$ cat src/rtl/ind_file_resolver.sv
module ind_file_resolver #(
  parameter int DATA_W  = 8,
  parameter int PTR_W   = 8,
  parameter int DIR_W   = 7,
  parameter int IND_LOC = 0,
  parameter int ADDR_W  = PTR_W + 1,
  parameter int BANK_W  = ADDR_W - DIR_W
) (
  input  logic [DIR_W-1:0]  dir_addr,
  input  logic [BANK_W-1:0] dir_bank,
  input  logic              rd_en,
  input  logic              wr_en,
  input  logic [DATA_W-1:0] wr_data,
  input  logic [PTR_W-1:0]  fsr,
  input  logic              irp,
  input  logic [DATA_W-1:0] mem_rdata,
  output logic [ADDR_W-1:0] mem_addr,
  output logic              mem_we,
  output logic [DATA_W-1:0] mem_wdata,
  output logic [DATA_W-1:0] rd_data
);

  localparam logic [DIR_W-1:0] WIN = DIR_W'(IND_LOC);

  logic              is_ind;
  logic [ADDR_W-1:0] ptr_addr;
  logic              self_ref;

  assign is_ind   = (dir_addr == WIN);
  assign ptr_addr = {irp, fsr};
  assign self_ref = is_ind && (ptr_addr[DIR_W-1:0] == WIN);

  assign mem_addr  = is_ind ? ptr_addr : {dir_bank, dir_addr};
  assign mem_we    = wr_en && !self_ref;
  assign mem_wdata = wr_data;
  assign rd_data   = (rd_en && !self_ref) ? mem_rdata : '0;

  always_comb begin
    if (mem_we)
      p_no_window_write_r4: assert (mem_addr[DIR_W-1:0] != WIN)
        else $error("write reached the window location");
    if (is_ind)
      p_ptr_route_r2: assert (mem_addr[PTR_W-1:0] == fsr && mem_addr[ADDR_W-1] == irp)
        else $error("pointer route broken");
    if (!is_ind)
      p_direct_bank_r1: assert (mem_addr[ADDR_W-1:DIR_W] == dir_bank)
        else $error("direct bank bits lost");
    if (rd_en && mem_addr[DIR_W-1:0] == WIN)
      p_self_read_zero_r3: assert (rd_data == '0)
        else $error("self read not zero");
    if (!rd_en)
      p_idle_read_r6: assert (rd_data == '0)
        else $error("read data without strobe");
  end

endmodule

$ cat config.mk
export PLATFORM = sky130hd
export DESIGN_NAME = ind_file_resolver
export DESIGN_NICKNAME = d
export VERILOG_FILES = /design/src/rtl/ind_file_resolver.sv
export SDC_FILE = /design/constraint.sdc
export NUM_CORES = 1
export LEC_CHECK = 0
export BUFFER_PORTS_ARGS = -buffer_cell sky130_fd_sc_hd__buf_2
export CELL_PAD_IN_SITES_DETAIL_PLACEMENT = 1
export CELL_PAD_IN_SITES_GLOBAL_PLACEMENT = 1
export CORE_MARGIN = 3
export CORE_UTILIZATION = 12
export DETAILED_ROUTE_END_ITERATION = 10
export PLACE_DENSITY_LB_ADDON = 0.3
export SLEW_MARGIN = 20
export SYNTH_ARGS = -nofsm -noshare
export SYNTH_HDL_FRONTEND = slang
export SYNTH_SLANG_ARGS = --single-unit
$ cat constraint.sdc
create_clock -name vclk -period 1.8
set_clock_uncertainty 0.15 [all_clocks]
set_input_delay 0.36 -clock vclk [all_inputs]
set_output_delay 0.36 -clock vclk [all_outputs]
set_load 0.01 [all_outputs]
==> results_dict.tcl, run 1 <==
set metrics [dict create \
    power.leakage_uw 0.000355 \
    diodes 0 \
    cap_violations 0 \
    coreArea_sq_mm 0.00202 \
    vdd_drop_max_v 0.0000598 \
    synthAdderAreaFrac 0 \
    whs_path_depth 0 \
    routed_wirelength_mm 1.26 \
    n_clock_buffer 0 \
    placed_area_sq_um 502 \
    critPathMaxFanout 3 \
    final_cells 103 \
    crit_slowest_cell "mux2_4" \
    cpMostUsedCell "buf_6" \
    power.density_mw_per_mm2 202 \
    setup_violations 18 \
    startpoint "dir_addr[2]" \
    hold-path-endpoint "mem_wdata[0]" \
    antenna_found_initial 0 \
    routedWlPerCell_um 12.2 \
    synth_area_sq_um 264 \
    ctsHoldBuffers 0 \
    fp.dieH_um 52.9 \
    fin_nets 114 \
    detail_route.first_pass.iterations 1 \
    vias_per_cell 4.07 \
    synth_top_family_by_area "simple AND/OR/NAND/NOR gates" \
    grt_pass1_wl_mm 1.77 \
    timing.fmax_ghz 0.528 \
    synth_xor_xnor_area_share 0 \
    violations "setup timing" \
    synth_compound_area_frac 0.204 \
    remaining_drc_errors 0 \
    gr-total-overflow 0 \
    finalPower_uw 129 \
    route.antenna.remaining_nets 0 \
    drive_above_1_share 0.895 \
    grt_pass1_vias 429 \
    synth_mux_area_frac 0.114 \
    dieArea_sq_mm 0.00280 \
    timing.hold.ws_ns 0.570 \
    grt_util_all_layers 0.0787 \
    crit_buf_inv 2 \
    syn_to_final_growth_pct 142 \
    fillerInstances 252 \
    final.setup.tns_ns -0.666 \
    relSlewSlack 0.853 \
    drt-initial-drc-count 0 \
    finalWeightedCongestion 0.597 \
    seq_cell_count 0 \
    cp_cell_sequence "buf_6 -> nor4_4 -> and2_4 -> mux2_4 -> buf_6" \
    required_ns 1.29 \
    synth_cells 33 \
    initial_core_util 0.131 \
    tightest_slew_ns 0.219 \
    cp.arrival_ns 1.38 \
    synth_area_per_cell_sq_um 8.00 \
    crit_cells 5 \
    synth-seq-area-share 0 \
    io_pins 62 \
    critical_path.max_stage_delay_ns 0.31 \
    die_x_um 52.9 \
    rsz0062_at_grt "true" \
    hold_violations 0 \
    min_period_over_period 1.05 \
    synthSimpleGateAreaFrac 0.412 \
    crit_family "simple AND/OR/NAND/NOR gates" \
    dp_cells 103 \
    crit_path_start_kind "input port" \
    worst_slack_ns -0.0938 \
    synth_cell_type_count 12 \
    end_kind "output port" \
    port_buffers 46 \
    vias 419 \
    path_class "input port to output port" \
    hp-class "input port to output port" \
    drv_slew 0 \
    grt_max_degree 10 \
    stdcell_area_sq_um 638 \
    ys_warn_count 0 \
    syn_nets 69 \
    seq_area_sq_um 0 \
    rows 16 \
    status "finished, violations left" \
    hp-start "wr_data[0]" \
    finalCriticalPeriod_ns 1.89 \
]
## synthesized netlist by cell type
master | count | area share
mux2_4 | 2 | 0.11
nand4_1 | 1 | 0.024
a21o_1 | 6 | 0.17
and2_2 | 1 | 0.028
nor3_1 | 2 | 0.038
and2_1 | 1 | 0.024
and3_2 | 8 | 0.23
a21o_2 | 1 | 0.033
nor4_1 | 1 | 0.024
nor4_2 | 1 | 0.047
buf_4 | 8 | 0.23
buf_6 | 1 | 0.043
## routing by layer
layer | track usage | vias to the layer above | share of wire
li1 | - | 203 | -
met1 | 0.0917 | 197 | 0.33
met2 | 0.161 | 19 | 0.58
met4 | 0.00426 | 0 | 0
met5 | 0 | - | 0
met3 | 0.00282 | 0 | 0.095
## timing repair
| action | CTS | global route |
|---|---|---|
| setup endpoints to repair | 18 | 18 |
| hold endpoints to repair | 0 | 0 |
| setup buffers | 0 | 0 |
| gates resized for setup | 19 | 6 |
| pin swaps | 2 | 8 |
## kinds of logic (layout without fill, tap and decap cells)
kind of cell	after synthesis	in the layout
AND/OR/NAND/NOR	15	15
buffers and inverters	9	52
AO/OA/AOI/OAI	7	7
multiplexers	2	2
## cell usage in the layout, fill, tap and decap left out, drive strengths merged
master,n
a21o,7
and2,2
and3,8
buf,52
mux2,2
nand4,1
nor3,2
nor4,2
## layout make-up
cell class,instances,area [sq um],share of cell area
timing repair buffer,52,370,0.580
tap,27,33.8,0.0529
multi-input combinational,24,234,0.367
## metrics by stage
stage,utilization,setup slack (ns)
final,0.316,-0.0938
after global routing,0.316,-0.127
after CTS,0.301,-0.0849
after detailed placement,0.248,-0.205
after global placement,0.248,-0.184
after floorplan,-,0.0686
## worst max-delay path by stage
| stage | end | slack, ns |
|---|---|---|
| after floorplan | mem_addr[7] | 0.07 |
| after global routing | mem_addr[8] | -0.13 |
| final | mem_addr[8] | -0.09 |
| after CTS | mem_addr[7] | -0.08 |
| after detailed placement | mem_addr[7] | -0.20 |
| after global placement | mem_addr[8] | -0.18 |
## where the power goes
group | internal (uW) | switching, uW
clock network | 0 | 0
logic | 80.7 | 48.2
registers | 0 | 0
No activity file was read; power rests on OpenSTA's default activity.
==> inputs of run 2 (changes only) <==
PLACE_DENSITY = 0.88   (was unset)
PLACE_DENSITY_LB_ADDON = unset   (was 0.3)
==> run 2 against run 1 <==
  * The flow still finishes with violations (setup timing)
  * Die area is the same
  * Count of clock-buffer cells in the layout unchanged
  * Worst setup slack gained 0.014 ns
  * Critical path depth unchanged
  * Sequential share of layout area unchanged
  * Design area is 3.3% higher
  * Routed wire length increased by 9.0%
  * Critical endpoint unchanged
  * Largest power group unchanged
==> results_dict.tcl, run 2 (same netlist as run 1, synthesis figures left out) <==
set metrics [dict create \
    clockPowerShare 0 \
    intPower_uw 85.2 \
    rows 16 \
    seq_cell_count 0 \
    end_kind "output port" \
    n_clock_buffer 0 \
    grt_pass1_wl_mm 1.97 \
    setup_violations 18 \
    coreArea_sq_mm 0.00202 \
    tightest_slew_ns 0.218 \
    remaining_drc_errors 0 \
    seq_area_sq_um 0 \
    fin_nets 114 \
    timing.hold.ws_ns 0.570 \
    ctsHoldBuffers 0 \
    vias 419 \
    mostFrequentLayoutCell "buf_2" \
    antenna_found_initial 0 \
    status "finished, violations left" \
    power_frac_comb 1.000 \
    die_x_um 52.9 \
    rsz0062_at_grt "true" \
    gr-total-overflow 0 \
    hp-class "input port to output port" \
    critPathMaxFanout 3 \
    fillerInstances 248 \
    violations "setup timing" \
    vdd_drop_max_v 0.0000642 \
    initial_core_util 0.131 \
    grt_max_degree 10 \
    finalWeightedCongestion 0.650 \
    timing.fmax_ghz 0.532 \
    vias_per_cell 4.07 \
    drive_above_1_share 0.895 \
    cap_violations 0 \
    syn_to_final_growth_pct 150 \
    drt-initial-drc-count 2 \
    p_sw_uw 52.2 \
    routedWlPerCell_um 13.3 \
    io_pins 62 \
    multi_input_area_sq_um 255 \
    routed_wirelength_mm 1.38 \
    worst_slack_ns -0.0795 \
    detail_route.first_pass.iterations 2 \
    route.antenna.remaining_nets 0 \
    hold_violations 0 \
    crit_path_start_kind "input port" \
    diodes 0 \
    power.density_mw_per_mm2 208 \
    swShare 0.380 \
    power.leakage_uw 0.000357 \
    dieArea_sq_mm 0.00280 \
    grt_pass1_vias 441 \
    required_ns 1.29 \
    routed.top_layer "met3" \
    drv_slew 0 \
    grt_util_all_layers 0.0921 \
    finalCriticalPeriod_ns 1.88 \
    path_class "input port to output port" \
    port_buffers 46 \
    met1Wirelength_um 432 \
    min_period_over_period 1.04 \
    p_seq_frac 0 \
    final_core_util 0.326 \
    dr_wl_met2_um 874 \
    cp.arrival_ns 1.37 \
    fp.dieH_um 52.9 \
    layout_common_cells "buf_2, buf_6, and3_4" \
    wl_met3_um 69 \
    dp_slack_ns -0.225 \
    relSlewSlack 0.854 \
]
## run 2: cell counts in the layout (fill, tap and decap cells not counted)
No cell type changed its count.
## run 2: layout make-up
| cell class | count | area share |
|---|---|---|
| timing repair buffer | 52 | 0.562 |
| multi-input combinational | 24 | 0.387 |
| tap | 27 | 0.0512 |
## run 2: worst max-delay path: stages
cell    delay (ns)
buf_8         0.10
nor4_4        0.28
and2_4        0.21
mux2_4        0.30
buf_6         0.12
## run 2: power by group through the flow
stage               Sequential, uW  Clock (uW)  Combinational [uW]
CTS                              0           0                 135
global placement                 0           0                97.0
floorplan                        0           0                53.9
global route                     0           0                 147
detailed placement               0           0                 101
finish                           0           0                 137
## run 2: worst paths after layout
path   startpoint      endpoint  slack, ns  cells after the start
min    wr_data[2]  mem_wdata[2]       0.57                      0
max   dir_addr[2]   mem_addr[8]      -0.08                      5
## run 2: layer usage
| layer | track usage | vias up |
|---|---|---|
| met1 | 0.0883 | 197 |
| li1 | - | 204 |
| met4 | 0.00426 | 0 |
| met3 | 0.0113 | 0 |
| met5 | 0 | - |
| met2 | 0.207 | 18 |
## run 2: stage by stage
stage	power, uW	instance area [sq um]	cells	TNS [ns]
after floorplan	53.9	264	33	0
after global placement	97.0	494	102	-2.93
after detailed placement	101	494	102	-3.43
after CTS	135	644	103	-0.726
after global routing	147	659	103	-1.88
final	137	659	103	-0.717
## run 2: repair_timing
action                                 4_1_cts  5_1_grt
endpoints found under the hold margin        0        0
setup endpoints to repair                   18       18
resized for setup                           30        3
pin swaps                                    4        1
setup buffers                                1        0
